`src/rtl/ep_in_pkg.sv`:
```
package ep_in_pkg;

    typedef enum logic [1:0] {
        RSP_NAK   = 2'd0,
        RSP_STALL = 2'd1,
        RSP_DATA0 = 2'd2,
        RSP_DATA1 = 2'd3
    } rsp_e;

    typedef enum logic [1:0] {
        ST_IDLE = 2'd0,
        ST_SEND = 2'd1,
        ST_WAIT = 2'd2
    } st_e;

endpackage

```
`src/rtl/ep_in_fifo.sv`:
```
// Payload store with a committed base pointer so that an unacknowledged
// packet can be replayed from its first byte.
module ep_in_fifo #(
    parameter  int DEPTH  = 64,
    localparam int ADDR_W = $clog2(DEPTH),
    localparam int CNT_W  = ADDR_W + 1
) (
    input  logic             clk,
    input  logic             rst_n,
    input  logic             wr_en,
    input  logic [7:0]       wr_data,
    input  logic             rd_adv,
    input  logic             commit,
    input  logic             rewind,
    output logic [7:0]       rd_data,
    output logic [CNT_W-1:0] level
);

    logic [7:0]       mem [DEPTH];
    logic [CNT_W-1:0] wr_p, rd_p, base_p;
    logic             full, push;

    assign level   = wr_p - base_p;
    assign full    = (level == CNT_W'(DEPTH));
    assign push    = wr_en && !full;
    assign rd_data = mem[rd_p[ADDR_W-1:0]];

    always_ff @(posedge clk) begin
        if (push) mem[wr_p[ADDR_W-1:0]] <= wr_data;
    end

    always_ff @(posedge clk or negedge rst_n) begin
        if (!rst_n) begin
            wr_p   <= '0;
            rd_p   <= '0;
            base_p <= '0;
        end else begin
            if (push) wr_p <= wr_p + CNT_W'(1);
            if (rewind)      rd_p <= base_p;
            else if (rd_adv) rd_p <= rd_p + CNT_W'(1);
            if (commit) base_p <= rd_p;
        end
    end

endmodule

```
`src/rtl/ep_in_seg.sv`:
```
// Transfer segmentation: remaining byte count, current packet size and the
// short-packet end condition.
module ep_in_seg #(
    parameter int LEN_W = 16,
    parameter int PKT_W = 7
) (
    input  logic             clk,
    input  logic             rst_n,
    input  logic             start,
    input  logic [LEN_W-1:0] xfer_len,
    input  logic [PKT_W-1:0] max_pkt,
    input  logic             ack,
    output logic             active,
    output logic [PKT_W-1:0] cur_len,
    output logic [PKT_W-1:0] max_q,
    output logic             done
);

    logic [LEN_W-1:0] rem_q;
    logic             short_pkt;

    assign short_pkt = rem_q < LEN_W'(max_q);
    assign cur_len   = short_pkt ? rem_q[PKT_W-1:0] : max_q;

    always_ff @(posedge clk or negedge rst_n) begin
        if (!rst_n) begin
            rem_q  <= '0;
            max_q  <= '0;
            active <= 1'b0;
            done   <= 1'b0;
        end else begin
            done <= 1'b0;
            if (!active) begin
                if (start) begin
                    active <= 1'b1;
                    rem_q  <= xfer_len;
                    max_q  <= max_pkt;
                end
            end else if (ack) begin
                rem_q <= rem_q - LEN_W'(cur_len);
                if (short_pkt) begin
                    active <= 1'b0;
                    done   <= 1'b1;
                end
            end
        end
    end

endmodule

```
`src/rtl/ep_in_tog.sv`:
```
// Data toggle: flips on ACK, or on any handshake outcome in forced mode.
module ep_in_tog (
    input  logic clk,
    input  logic rst_n,
    input  logic clr,
    input  logic ack,
    input  logic miss,
    input  logic force_flip,
    output logic tog
);

    always_ff @(posedge clk or negedge rst_n) begin
        if (!rst_n)                       tog <= 1'b0;
        else if (clr)                     tog <= 1'b0;
        else if (ack || (miss && force_flip)) tog <= ~tog;
    end

endmodule

```
`src/rtl/ep_in_tx.sv`:
```
module ep_in_tx
    import ep_in_pkg::*;
#(
    parameter int DEPTH = 64,
    parameter int LEN_W = 16,
    parameter int PKT_W = 7
) (
    input  logic             clk,
    input  logic             rst_n,
    input  logic             fifo_wr_en,
    input  logic [7:0]       fifo_wr_data,
    input  logic             xfer_start,
    input  logic [LEN_W-1:0] xfer_len,
    input  logic [PKT_W-1:0] max_pkt,
    input  logic             send_stall,
    input  logic             force_toggle,
    input  logic             toggle_clr,
    input  logic             stall_clr,
    input  logic             irq_en,
    input  logic             in_token,
    input  logic             hs_ack,
    input  logic             hs_timeout,
    output logic             rsp_valid,
    output logic [1:0]       rsp_code,
    output logic [PKT_W-1:0] rsp_len,
    output logic             tx_valid,
    output logic [7:0]       tx_data,
    output logic             tx_last,
    output logic             stall_sent,
    output logic             irq,
    output logic             xfer_done
);

    localparam int ADDR_W = $clog2(DEPTH);
    localparam int CNT_W  = ADDR_W + 1;

    st_e              st_q, st_d;
    logic [PKT_W-1:0] byte_cnt;
    logic [PKT_W-1:0] cur_len, max_q;
    logic [CNT_W-1:0] level;
    logic             active, tog_q;
    logic             pkt_ready, tok_idle;
    logic             take_stall, take_data, take_nak;
    logic             ack_w, miss_w, rd_adv;
    rsp_e             rsp_code_q;

    ep_in_fifo #(.DEPTH(DEPTH)) u_fifo (
        .clk     (clk),
        .rst_n   (rst_n),
        .wr_en   (fifo_wr_en),
        .wr_data (fifo_wr_data),
        .rd_adv  (rd_adv),
        .commit  (ack_w),
        .rewind  (miss_w),
        .rd_data (tx_data),
        .level   (level)
    );

    ep_in_seg #(.LEN_W(LEN_W), .PKT_W(PKT_W)) u_seg (
        .clk      (clk),
        .rst_n    (rst_n),
        .start    (xfer_start),
        .xfer_len (xfer_len),
        .max_pkt  (max_pkt),
        .ack      (ack_w),
        .active   (active),
        .cur_len  (cur_len),
        .max_q    (max_q),
        .done     (xfer_done)
    );

    ep_in_tog u_tog (
        .clk        (clk),
        .rst_n      (rst_n),
        .clr        (toggle_clr),
        .ack        (ack_w),
        .miss       (miss_w),
        .force_flip (force_toggle),
        .tog        (tog_q)
    );

    // token decode in the idle state; stall has priority over data
    assign tok_idle   = (st_q == ST_IDLE) && in_token;
    assign pkt_ready  = active && (int'(level) >= int'(cur_len));
    assign take_stall = tok_idle && send_stall;
    assign take_data  = tok_idle && !send_stall && pkt_ready;
    assign take_nak   = tok_idle && !send_stall && !pkt_ready;

    // next-state logic
    always_comb begin
        st_d = st_q;
        unique case (st_q)
            ST_IDLE: if (take_data) st_d = (cur_len == '0) ? ST_WAIT : ST_SEND;
            ST_SEND: if (tx_last) st_d = ST_WAIT;
            ST_WAIT: if (hs_ack || hs_timeout) st_d = ST_IDLE;
            default: st_d = ST_IDLE;
        endcase
    end

    // state register and byte counter
    always_ff @(posedge clk or negedge rst_n) begin
        if (!rst_n) begin
            st_q     <= ST_IDLE;
            byte_cnt <= '0;
        end else begin
            st_q <= st_d;
            if (take_data)            byte_cnt <= '0;
            else if (st_q == ST_SEND) byte_cnt <= byte_cnt + PKT_W'(1);
        end
    end

    // outputs decoded from the state
    always_comb begin
        tx_valid = (st_q == ST_SEND);
        tx_last  = (st_q == ST_SEND) && (byte_cnt == rsp_len - PKT_W'(1));
        rd_adv   = (st_q == ST_SEND);
        ack_w    = (st_q == ST_WAIT) && hs_ack;
        miss_w   = (st_q == ST_WAIT) && hs_timeout && !hs_ack;
        irq      = stall_sent && irq_en;
        rsp_code = rsp_code_q;
    end

    // registered response and stall status
    always_ff @(posedge clk or negedge rst_n) begin
        if (!rst_n) begin
            rsp_valid  <= 1'b0;
            rsp_code_q <= RSP_NAK;
            rsp_len    <= '0;
            stall_sent <= 1'b0;
        end else begin
            rsp_valid <= take_stall || take_data || take_nak;
            if (take_stall) begin
                rsp_code_q <= RSP_STALL;
                rsp_len    <= '0;
            end else if (take_data) begin
                rsp_code_q <= tog_q ? RSP_DATA1 : RSP_DATA0;
                rsp_len    <= cur_len;
            end else if (take_nak) begin
                rsp_code_q <= RSP_NAK;
                rsp_len    <= '0;
            end
            if (take_stall)     stall_sent <= 1'b1;
            else if (stall_clr) stall_sent <= 1'b0;
        end
    end

endmodule

```
`config.mk`:
```
export PLATFORM = sky130hd
export DESIGN_NAME = ep_in_tx
export DESIGN_NICKNAME = d
export VERILOG_FILES = /design/src/rtl/ep_in_pkg.sv /design/src/rtl/ep_in_fifo.sv /design/src/rtl/ep_in_seg.sv /design/src/rtl/ep_in_tog.sv /design/src/rtl/ep_in_tx.sv
export SDC_FILE = /design/constraint.sdc
export NUM_CORES = 1
export LEC_CHECK = 0
export BUFFER_PORTS_ARGS = -buffer_cell sky130_fd_sc_hd__buf_2
export CORE_ASPECT_RATIO = 0.9
export CORE_MARGIN = 10
export CORE_UTILIZATION = 30
export CTS_CLUSTER_SIZE = 16
export DETAILED_ROUTE_END_ITERATION = 12
export PLACE_DENSITY = 0.53
export SYNTH_ARGS = -nofsm -noshare
export SYNTH_HDL_FRONTEND = slang
export SYNTH_HIERARCHICAL = 1
export SYNTH_SLANG_ARGS = --single-unit
```
`constraint.sdc`:
```
create_clock -name clk -period 4.5 [get_ports clk]
set_input_delay 0.225 -clock clk [delete_from_list [all_inputs] [get_ports clk]]
set_output_delay 0.225 -clock clk [all_outputs]
set_load 0.02 [all_outputs]
```
Yosys cells after proc, flatten, opt, wreduce, memory -nomap -nowiden --
Memory sizes are Yosys's and may differ from the RTL's. Index checks and enable logic that the tools add are counted.
Word-level totals: memories kept 1, register bits after elaboration 67, output and inout bits 23, memory bits (writable) 512, logic and storage cells 98, input port bits 43
Memories:
- u_fifo.mem | depth 64, width 8, read ports 1, clocked after memory_dff 0, wr ports 1, line ep_in_fifo.sv:19 | logic [7:0] mem [DEPTH];
Operators by class: order comparisons 2, $add $sub $neg 6, reductions and logical operators 32, mux-type cells 33, bitwise logic cells 2, equal/unequal tests 8
Operators by type and width (count):
- two-way mux 7 bit | 8
- two-way mux 16 bit | 3
- adder 7 x 1 -> 7 bit, second input constant | 3
- < comparator 16 x 7 -> 1 bit | 1
- subtractor 16 x 7 -> 16 bit | 1
- two-way mux 1 bit | 14
- two-way mux 2 bit | 7
- logical AND 1 bit | 13
- nonzero test 2 bit | 5
- equality test 7 bit | 1
- equality test 7 bit, second input constant | 1
- >= comparator 7 bit | 1
- logical NOT 7 bit | 1
- subtractor 7 x 1 -> 7 bit, second input constant | 1
- subtractor 7 bit | 1
- one-hot mux 2 bit (3 select lines) | 1
- logical NOT 1 bit | 4
- logical OR 1 bit | 4
- != test 2 x 1 -> 1 bit, second input constant | 2
- != test 2 bit, second input constant | 2
- AND reduction 2 bit | 2
- AND reduction 3 bit | 1
- nonzero test 3 bit | 1
- equality test 2 x 1 -> 1 bit, second input constant | 1
- 3 further kinds | 4

Depth between registers and ports, before layout --
Gate-level depths: netlist of the first run.
depth in word-level cells 9, gate-level depth with buffers 17, depth with buffers taken out 15

Modules after synthesis --
The synthesis of the first run kept the hierarchy.
By module, submodules not included:
- ep_in_fifo | instances 1, sequential area each 15900.2 um^2, area an instance 20998.9 um^2, cells an instance 1032
- ep_in_seg | instances 1, sequential area each 625.6 um^2, area an instance 1891.8 um^2, cells an instance 209
- ep_in_tx | instances 1, sequential area each 500.5 um^2, area an instance 1281.2 um^2, cells an instance 133
- ep_in_tog | instances 1, sequential area each 25.0 um^2, area an instance 58.8 um^2, cells an instance 5

Worst setup path before layout of the first run --
Ideal clock, no wire load.
path kind register to register, start reg u_fifo.wr_p[0], end reg rsp_len[4], path buffers 2, arrival 3621 ps, slack 813 ps, setup time 66 ps, clock period less this slack 3687 ps, required time 4434 ps, cell stages (with the launch flop) 17, cell sequence dfrtp_1 -> inv_1 -> ha_1 -> inv_1 -> fa_1 -> a211oi_1 -> o31ai_1 -> a21oi_1 -> xnor2_1 -> buf_2 -> inv_1 -> ha_1 -> nand4_1 -> o31ai_1 -> nor4b_4 -> buf_2 -> a22o_1
On the way: word-level cells in the longest chain between the ends 6, elaborated cells between the ends (all ways) 9, classes of those cells add/sub (1); order compare (1); mux (2); reduce/logical (5)
RTL lines:
- start: declaration | line ep_in_fifo.sv:20 | logic [CNT_W-1:0] wr_p, rd_p, base_p;
- start signal: assignment | line ep_in_fifo.sv:38 | if (push) wr_p <= wr_p + CNT_W'(1);
- subtractor 7 bit * | line ep_in_fifo.sv:23 | assign level = wr_p - base_p;
- named net level[6] | line ep_in_tx.sv:40 | logic [CNT_W-1:0] level;
- >= comparator 7 bit * | line ep_in_tx.sv:84 | assign pkt_ready = active && (int'(level) >= int'(cur_len));
- logical AND 1 bit * | line ep_in_tx.sv:84
- logical AND 1 bit or logical NOT 1 bit (tied branches) | line ep_in_tx.sv:86, ep_in_tx.sv:87
- two-way mux 7 bit or logical AND 1 bit (tied branches) | line ep_in_tx.sv:135, ep_in_tx.sv:87
- two-way mux 7 bit or nonzero test 3 bit (tied branches)
- end signal: assignment | line ep_in_tx.sv:137 | rsp_len <= cur_len;
- end: declaration | line ep_in_tx.sv:25 | output logic [PKT_W-1:0] rsp_len,
Mark *: on every way through the listed nets, which the timed path passes. The rest lies on a longest branch. A chain may end at the register's enable or synchronous reset.

Worst setup path after layout of the first run --
start reg u_fifo.wr_p[0], end mem u_fifo.mem[17][2] (enable)
On the way: word-level cells in the longest chain between the ends 6
RTL lines:
- subtractor 7 bit | line ep_in_fifo.sv:23
- equality test 7 bit | line ep_in_fifo.sv:24 | assign full = (level == CNT_W'(DEPTH));
- logical NOT 1 bit | line ep_in_fifo.sv:25 | assign push = wr_en && !full;
- logical AND 1 bit | line ep_in_fifo.sv:25
- two-way mux 1 bit | line ep_in_fifo.sv:29 | if (push) mem[wr_p[ADDR_W-1:0]] <= wr_data;
- two-way mux 1 bit (not written as such) | line ep_in_fifo.sv:29
- end: declaration | line ep_in_fifo.sv:19
Parallel ways exist; a longest one is shown, timed or not.

==> flow_metrics.py, run 1 <==
metrics = {
    "outcome": {
        "run_status": "finished clean",
    },
    "floorplanning": {
        "rows": 98,
        "dieArea_um2": 92600,
        "die_w_um": 320,
        "core_um2": 79700,
        "die_height_um": 290,
        "initial_utilization": 0.304,
        "pin_count": 66,
    },
    "critical_path": {
        "endpoint_kind": "flop",
        "cp_slowest_stage_delay_ns": 0.79,
        "cp.required_ns": 4.72,
        "worstPathArrival_ns": 4.19,
        "start_kind": "flop",
        "cp_slowest_cell": "nor2_1",
        "cpMostUsedCell": "inv_1",
        "critPathMaxFanout": 12,
        "crit_type": "flop to flop",
        "path_cells": "inv_1 -> ha_1 -> inv_1 -> fa_1 -> a211oi_1 -> o31ai_1 -> a21oi_1 -> xnor2_1 -> buf_4 -> o2111ai_2 -> nor2_1",
    },
    "synth": {
        "postSynthCellCount": 1379,
        "yosysUniqueCellTypes": 81,
        "synth-seq-area-share": 0.704,
        "async_reset_ff_frac": 0.116,
        "synth_flop_cell": "edfxtp_1",
        "syn-num-nets": 1454,
        "syn_area_um2": 24200,
        "postSynthAreaPerCell_um2": 17.6,
        "yosysWarnings": 6,
        "synth_edf_count": 512,
        "synth_seq_cells": 579,
    },
    "detailed_routing": {
        "drtPass1Iterations": 5,
        "drt-initial-drc-count": 1048,
        "viasPerCell": 5.01,
        "ant_nets": 0,
        "drc": 0,
        "wl_per_cell_um": 22.5,
        "vias": 13099,
        "wl_um": 58900,
    },
    "sta": {
        "tightest_slew_ns": 1.16,
        "relSlewSlack": 0.222,
        "worst_slack_ns": 0.532,
        "post-route-period-util": 0.882,
        "setup_violations": 0,
        "slew_viol_final": 0,
        "rsz0062_at_grt": "false",
        "holdWs_ns": 0.0644,
        "setup_tns_ns": 0,
        "finalHoldViolCount": 0,
        "fmax_mhz": 252,
        "fin_worst_skew_ns": 0.0720,
        "post-route-min-period_ns": 3.97,
    },
    "final_layout": {
        "multi_input_area_um2": 6770,
        "fillers": 7429,
        "postLayoutCoreUtil": 0.357,
        "final_common_cell": "edfxtp_1",
        "final_cell_mix": "edfxtp_1, mux4_2, nor2_1",
        "seq_area_um2": 17100,
        "final_layout_size_suffix_gt1_frac": 0.239,
        "area_growth_pct": 17.3,
        "nets": 1589,
    },
    "placement": {
        "preCtsSetupSlack_ns": 0.551,
        "portBuffers": 65,
        "place.gp.congestion": 0.791,
        "hpwl_um": 37100,
    },
    "job": {
        "cap_viol_max_count": 0,
    },
    "global_routing": {
        "grt_antenna_before_repair": 1,
        "first_global_vias": 13880,
        "grt-ovfl-total": 0,
        "grtUsageTotal": 0.126,
        "grt_max_degree": 68,
        "grt_pass1_wl_um": 89200,
    },
    "clock_tree": {
        "cts.sinks": 579,
        "post_cts_buffers": 0,
        "path_clk_slew_ns": 0.06,
        "clk_path_buf_depth": 3,
        "clock_latency_ns": 0.66,
        "clock-root-buffer": "clkbuf_16",
        "cts_buffers": 60,
        "cts_tree": "built",
        "cts.htree.levels": 2,
    },
    "power_and_ir_drop": {
        "leakage_uw": 0.00941,
        "ir_drop_v": 0.000383,
        "power_density_nw_per_um2": 631,
        "p_total_uw": 17900,
    },
    "min_path": {
        "hold_path_class": "input pin to flop",
    },
}
synthesized netlist by cell type (8+ instances only):
library cell	instances	area, µm²
edfxtp_1	512	15400
mux4_2	128	2880
nor2_1	80	300
dfrtp_1	67	1680
a22oi_1	55	413
nand2_1	53	199
clkbuf_1	39	146
inv_1	37	139
nand3_1	37	185
ha_1	30	375
o21ai_0	27	135
nor3_1	25	125
buf_2	19	95.1
nor2b_1	19	119
xnor2_1	18	158
a21oi_1	17	85.1
xor2_1	15	131
nand2b_1	14	87.6
buf_1	13	48.8
mux2i_1	13	130
a22o_1	11	96.3
nand4_1	11	68.8
a211oi_1	10	75.1
nor4_1	10	62.6
mux2_2	8	90.1
final cells by class:
class / instances / share of cell area
multi-input combinational: 690 / 0.238
tap: 1050 / 0.0462
clock buffer: 69 / 0.0540
timing repair buffer: 146 / 0.0369
clock inverter: 43 / 0.0200
antenna: 1 / 0.0000880
sequential: 579 / 0.600
inverter: 37 / 0.00488
final timing paths:
path	slack, ns	endpoint	startpoint	depth (start not counted)
worst max register to register	0.53	u_fifo/mem[17][2]	u_fifo/wr_p[0]	11
min in group asynchronous	0.30	u_seg/rem_q[14]	rst_n	3
max in group asynchronous	3.46	u_fifo/rd_p[1]	rst_n	3
worst min register to register	0.49	rsp_code[1]	rsp_code[1]	1
worst max-delay path	0.53	u_fifo/mem[17][2]	u_fifo/wr_p[0]	11
worst min-delay path	0.06	st_q[1]	hs_timeout	5
worst max-delay path: cells and delay by family (launching register included):
family	cells	cell delay, ns
compound gates	4	1.08
xor+xnor	1	0.20
fa+ha+maj	2	0.57
buf+inv	3	0.44
flops	1	0.49
simple gates	1	0.79
cells by family after synthesis:
kind of cell | Yosys count | share of synthesized area
multiplexers | 152 | 0.130
flip-flops | 579 | 0.704
XOR/XNOR | 33 | 0.0119
AND/OR/NAND/NOR | 288 | 0.0611
AO/OA/AOI/OAI | 185 | 0.0576
buffers and inverters | 110 | 0.0186
adder cells (fa/ha/maj) | 32 | 0.0171
metal layers:
layer / wire length [µm] / vias to the layer above / share of wire / GRT usage
li1: - / 5834 / - / -
met1: 26400 / 6878 / 0.45 / 0.171
met2: 28300 / 296 / 0.48 / 0.207
met3: 2830 / 91 / 0.048 / 0.0200
met4: 1440 / 0 / 0.024 / 0.0357
met5: 0 / - / 0 / 0
what timing repair did:
action / CTS / global route
endpoints found under the hold margin: 103 / 0
gates resized for setup: 0 / 0
hold buffers: 31 / 0
metrics by stage:
step | area (µm²) | instances
finish | 28400 | 2615
CTS | 28400 | 2614
detailed placement | 26000 | 2471
floorplan | 24200 | 1379
global placement | 26000 | 2471
global route | 28400 | 2615
state kept, by name, summed over array words and instances (netlist names):
register	count
u_seg/done	1
u_tog/tog	1
stall_sent	1
u_seg/active	1
u_seg/max_q	7
u_seg/rem_q	16
rsp_len	7
u_fifo/mem	512
byte_cnt	7
u_fifo/base_p	7
u_fifo/wr_p	7
st_q	2
rsp_code	2
u_fifo/rd_p	7
rsp_valid	1
report_power, final:
group	total, µW	leakage, µW	internal [µW]	switching [µW]
combinational	5980	0.00297	2500	3470
clock	5230	0.00101	3100	2130
sequential	6740	0.00543	6260	473
total	17900	0.00941	11900	6080
Power figures use the tool's default switching activity.
==> run 2, diff against run 1 <==
Settings changed: CORE_ASPECT_RATIO 0.9 to 1.25, CORE_MARGIN 10 to 5.
==> flow_metrics.py, run 2 (synthesis gave the netlist of run 1 again) <==
metrics = {
    "global_routing": {
        "grt_pass1_wl_um": 88300,
        "grtUsageTotal": 0.132,
        "grt-ovfl-total": 0,
        "first_global_vias": 13883,
        "grt_antenna_before_repair": 1,
        "grt_max_degree": 68,
    },
    "clock_tree": {
        "cts.sinks": 579,
        "cts_tree": "built",
        "path_clk_slew_ns": 0.06,
        "clk_path_buf_depth": 3,
        "clock-root-buffer": "clkbuf_16",
        "post_cts_buffers": 0,
        "cts_buffers": 56,
        "clock_latency_ns": 0.62,
        "cts.htree.levels": 2,
    },
    "detailed_routing": {
        "vias": 12995,
        "drtPass1Iterations": 5,
        "wl_met1_um": 23000,
        "wl_per_cell_um": 22.1,
        "viasPerCell": 4.96,
        "drt-initial-drc-count": 871,
        "ant_nets": 0,
        "dr_wl_met2_um": 30900,
        "wl_um": 57800,
        "drc": 0,
        "wl_met3_um": 2250,
        "highest_layer": "met4",
    },
    "final_layout": {
        "antennaDiodeCount": 0,
        "nets": 1588,
        "postLayoutCoreUtil": 0.352,
        "largest_reg_flops": 512,
        "final_cell_mix": "edfxtp_1, mux4_2, nor2_1",
        "final_common_cell": "edfxtp_1",
        "final_layout_size_suffix_gt1_frac": 0.233,
        "postLayoutCellArea_um2": 28200,
        "area_growth_pct": 16.3,
    },
    "critical_path": {
        "r2r-end": "rsp_len[0]",
        "crit_cells": 15,
        "startpoint": "u_fifo/wr_p[0]",
        "endpoint_kind": "flop",
        "critPathMaxFanout": 9,
        "cpMostUsedCell": "inv_1",
        "worstReg2RegStart": "u_fifo/wr_p[0]",
        "critPathTopFamily": "compound AO/OA/AOI/OAI gates",
        "cp.required_ns": 5.03,
        "path_cells": "inv_1 -> ha_1 -> inv_1 -> fa_1 -> a211oi_1 -> o31ai_1 -> a21oi_1 -> xnor2_1 -> inv_1 -> ha_1 -> nand4_1 -> o31ai_1 -> nor4b_4 -> buf_4 -> a22o_1",
        "cp_slowest_stage_delay_ns": 0.54,
        "endpoint": "rsp_len[0]",
        "crit_type": "flop to flop",
        "r2r_cells": 15,
        "cp_num_buf_inv": 4,
        "start_kind": "flop",
        "regToRegSetupSlack_ns": 0.52,
        "cp_slowest_cell": "o31ai_1",
        "worstPathArrival_ns": 4.51,
    },
    "sta": {
        "holdWs_ns": 0.0912,
        "tightest_slew_ns": 1.26,
        "setup_violations": 0,
        "finalHoldViolCount": 0,
        "post-route-min-period_ns": 3.98,
        "fin_worst_skew_ns": 0.0366,
        "post-route-period-util": 0.885,
        "rsz0062_at_grt": "false",
        "slew_viol_final": 0,
        "relSlewSlack": 0.159,
        "setup_tns_ns": 0,
        "fmax_mhz": 251,
    },
    "floorplanning": {
        "die_height_um": 328,
        "pin_count": 66,
        "die_w_um": 264,
        "dieArea_um2": 86600,
        "rows": 116,
        "initial_utilization": 0.302,
        "core_um2": 80100,
    },
    "power_and_ir_drop": {
        "combPwrFrac": 0.341,
        "p_seq_frac": 0.391,
        "power_density_nw_per_um2": 618,
        "power.switching_uw": 5980,
        "clockPowerShare": 0.268,
        "intPower_uw": 11400,
        "swShare": 0.344,
        "leakage_uw": 0.00929,
        "ir_drop_v": 0.000280,
    },
    "placement": {
        "hpwl_um": 37500,
        "portBuffers": 65,
        "place.gp.congestion": 0.813,
        "placed_area_um2": 26100,
    },
    "outcome": {
        "run_status": "finished clean",
    },
    "job": {
        "cap_viol_max_count": 0,
    },
    "min_path": {
        "hold_path_class": "input pin to flop",
    },
}
==> run 2: cell types whose count changed in the layout (fill, tap and decap cells not counted), moves of 2 or more <==
cell | before | now
bufinv_16 | 11 | 5
clkinv_4 | 2 | 0
clkbuf_16 | 60 | 57
buf_4 | 47 | 52
clkbuf_1 | 9 | 13
clkbuf_8 | 0 | 2
==> run 2: stage by stage <==
stage | setup slack (ns) | power [µW] | std cells
3_3_place_gp | 0.540 | 12800 | 2487
3_5_place_dp | 0.504 | 12900 | 2487
6_report | 0.520 | 17400 | 2621
5_1_grt | 0.230 | 18300 | 2621
4_1_cts | 0.472 | 17600 | 2621
2_1_floorplan | 0.813 | 10900 | 1379
==> run 2: how the worst min path moves through the flow <==
stage                           from             end  slack [ns]  cells past startpoint
after detailed placement       rst_n  u_seg/rem_q[7]        0.42                      1
after global placement     stall_clr      stall_sent        0.40                      2
after global routing      hs_timeout         st_q[1]        0.07                      5
final                     hs_timeout         st_q[1]        0.09                      5
after CTS                 hs_timeout         st_q[1]        0.04                      5
after floorplan                rst_n     byte_cnt[0]       -0.07                      0
==> run 2: worst reg2reg max path, cell delays in order (launching register included) <==
cell and delay (ns):
dfrtp_1 0.47, inv_1 0.09, ha_1 0.15, inv_1 0.05, fa_1 0.40, a211oi_1 0.30
o31ai_1 0.13, a21oi_1 0.18, xnor2_1 0.19, inv_1 0.09, ha_1 0.31, nand4_1 0.10
o31ai_1 0.54, nor4b_4 0.52, buf_4 0.25, a22o_1 0.14
==> run 2: final cells by class <==
class,instances,area [µm²]
Sequential cell,579,17100
Fill cell,7651,51900
Multi-Input combinational cell,690,6760
Clock buffer,72,1500
Tap cell,1062,1330
Timing Repair Buffer,149,1070
Inverter,37,139
Clock inverter,32,312
==> run 2: timing repair <==
| item | in CTS | in global routing |
|---|---|---|
| gates resized for setup | 0 | 0 |
| hold buffers | 30 | 0 |
| hold endpoints to repair | 102 | 0 |
==> run 2: routing by layer <==
layer	vias to the layer above	GRT usage
li1	5826	-
met1	6839	0.160
met2	246	0.241
met3	84	0.0213
met4	0	0.0395
met5	-	0
==> run 2: power by group through the flow <==
stage | logic (µW) | registers (µW) | clock network, µW
2_1_floorplan | 4240 | 6610 | 0
3_3_place_gp | 5920 | 6900 | 0
3_5_place_dp | 5970 | 6920 | 0
4_1_cts | 6020 | 6810 | 4800
5_1_grt | 6420 | 6860 | 5010
6_report | 5940 | 6800 | 4660
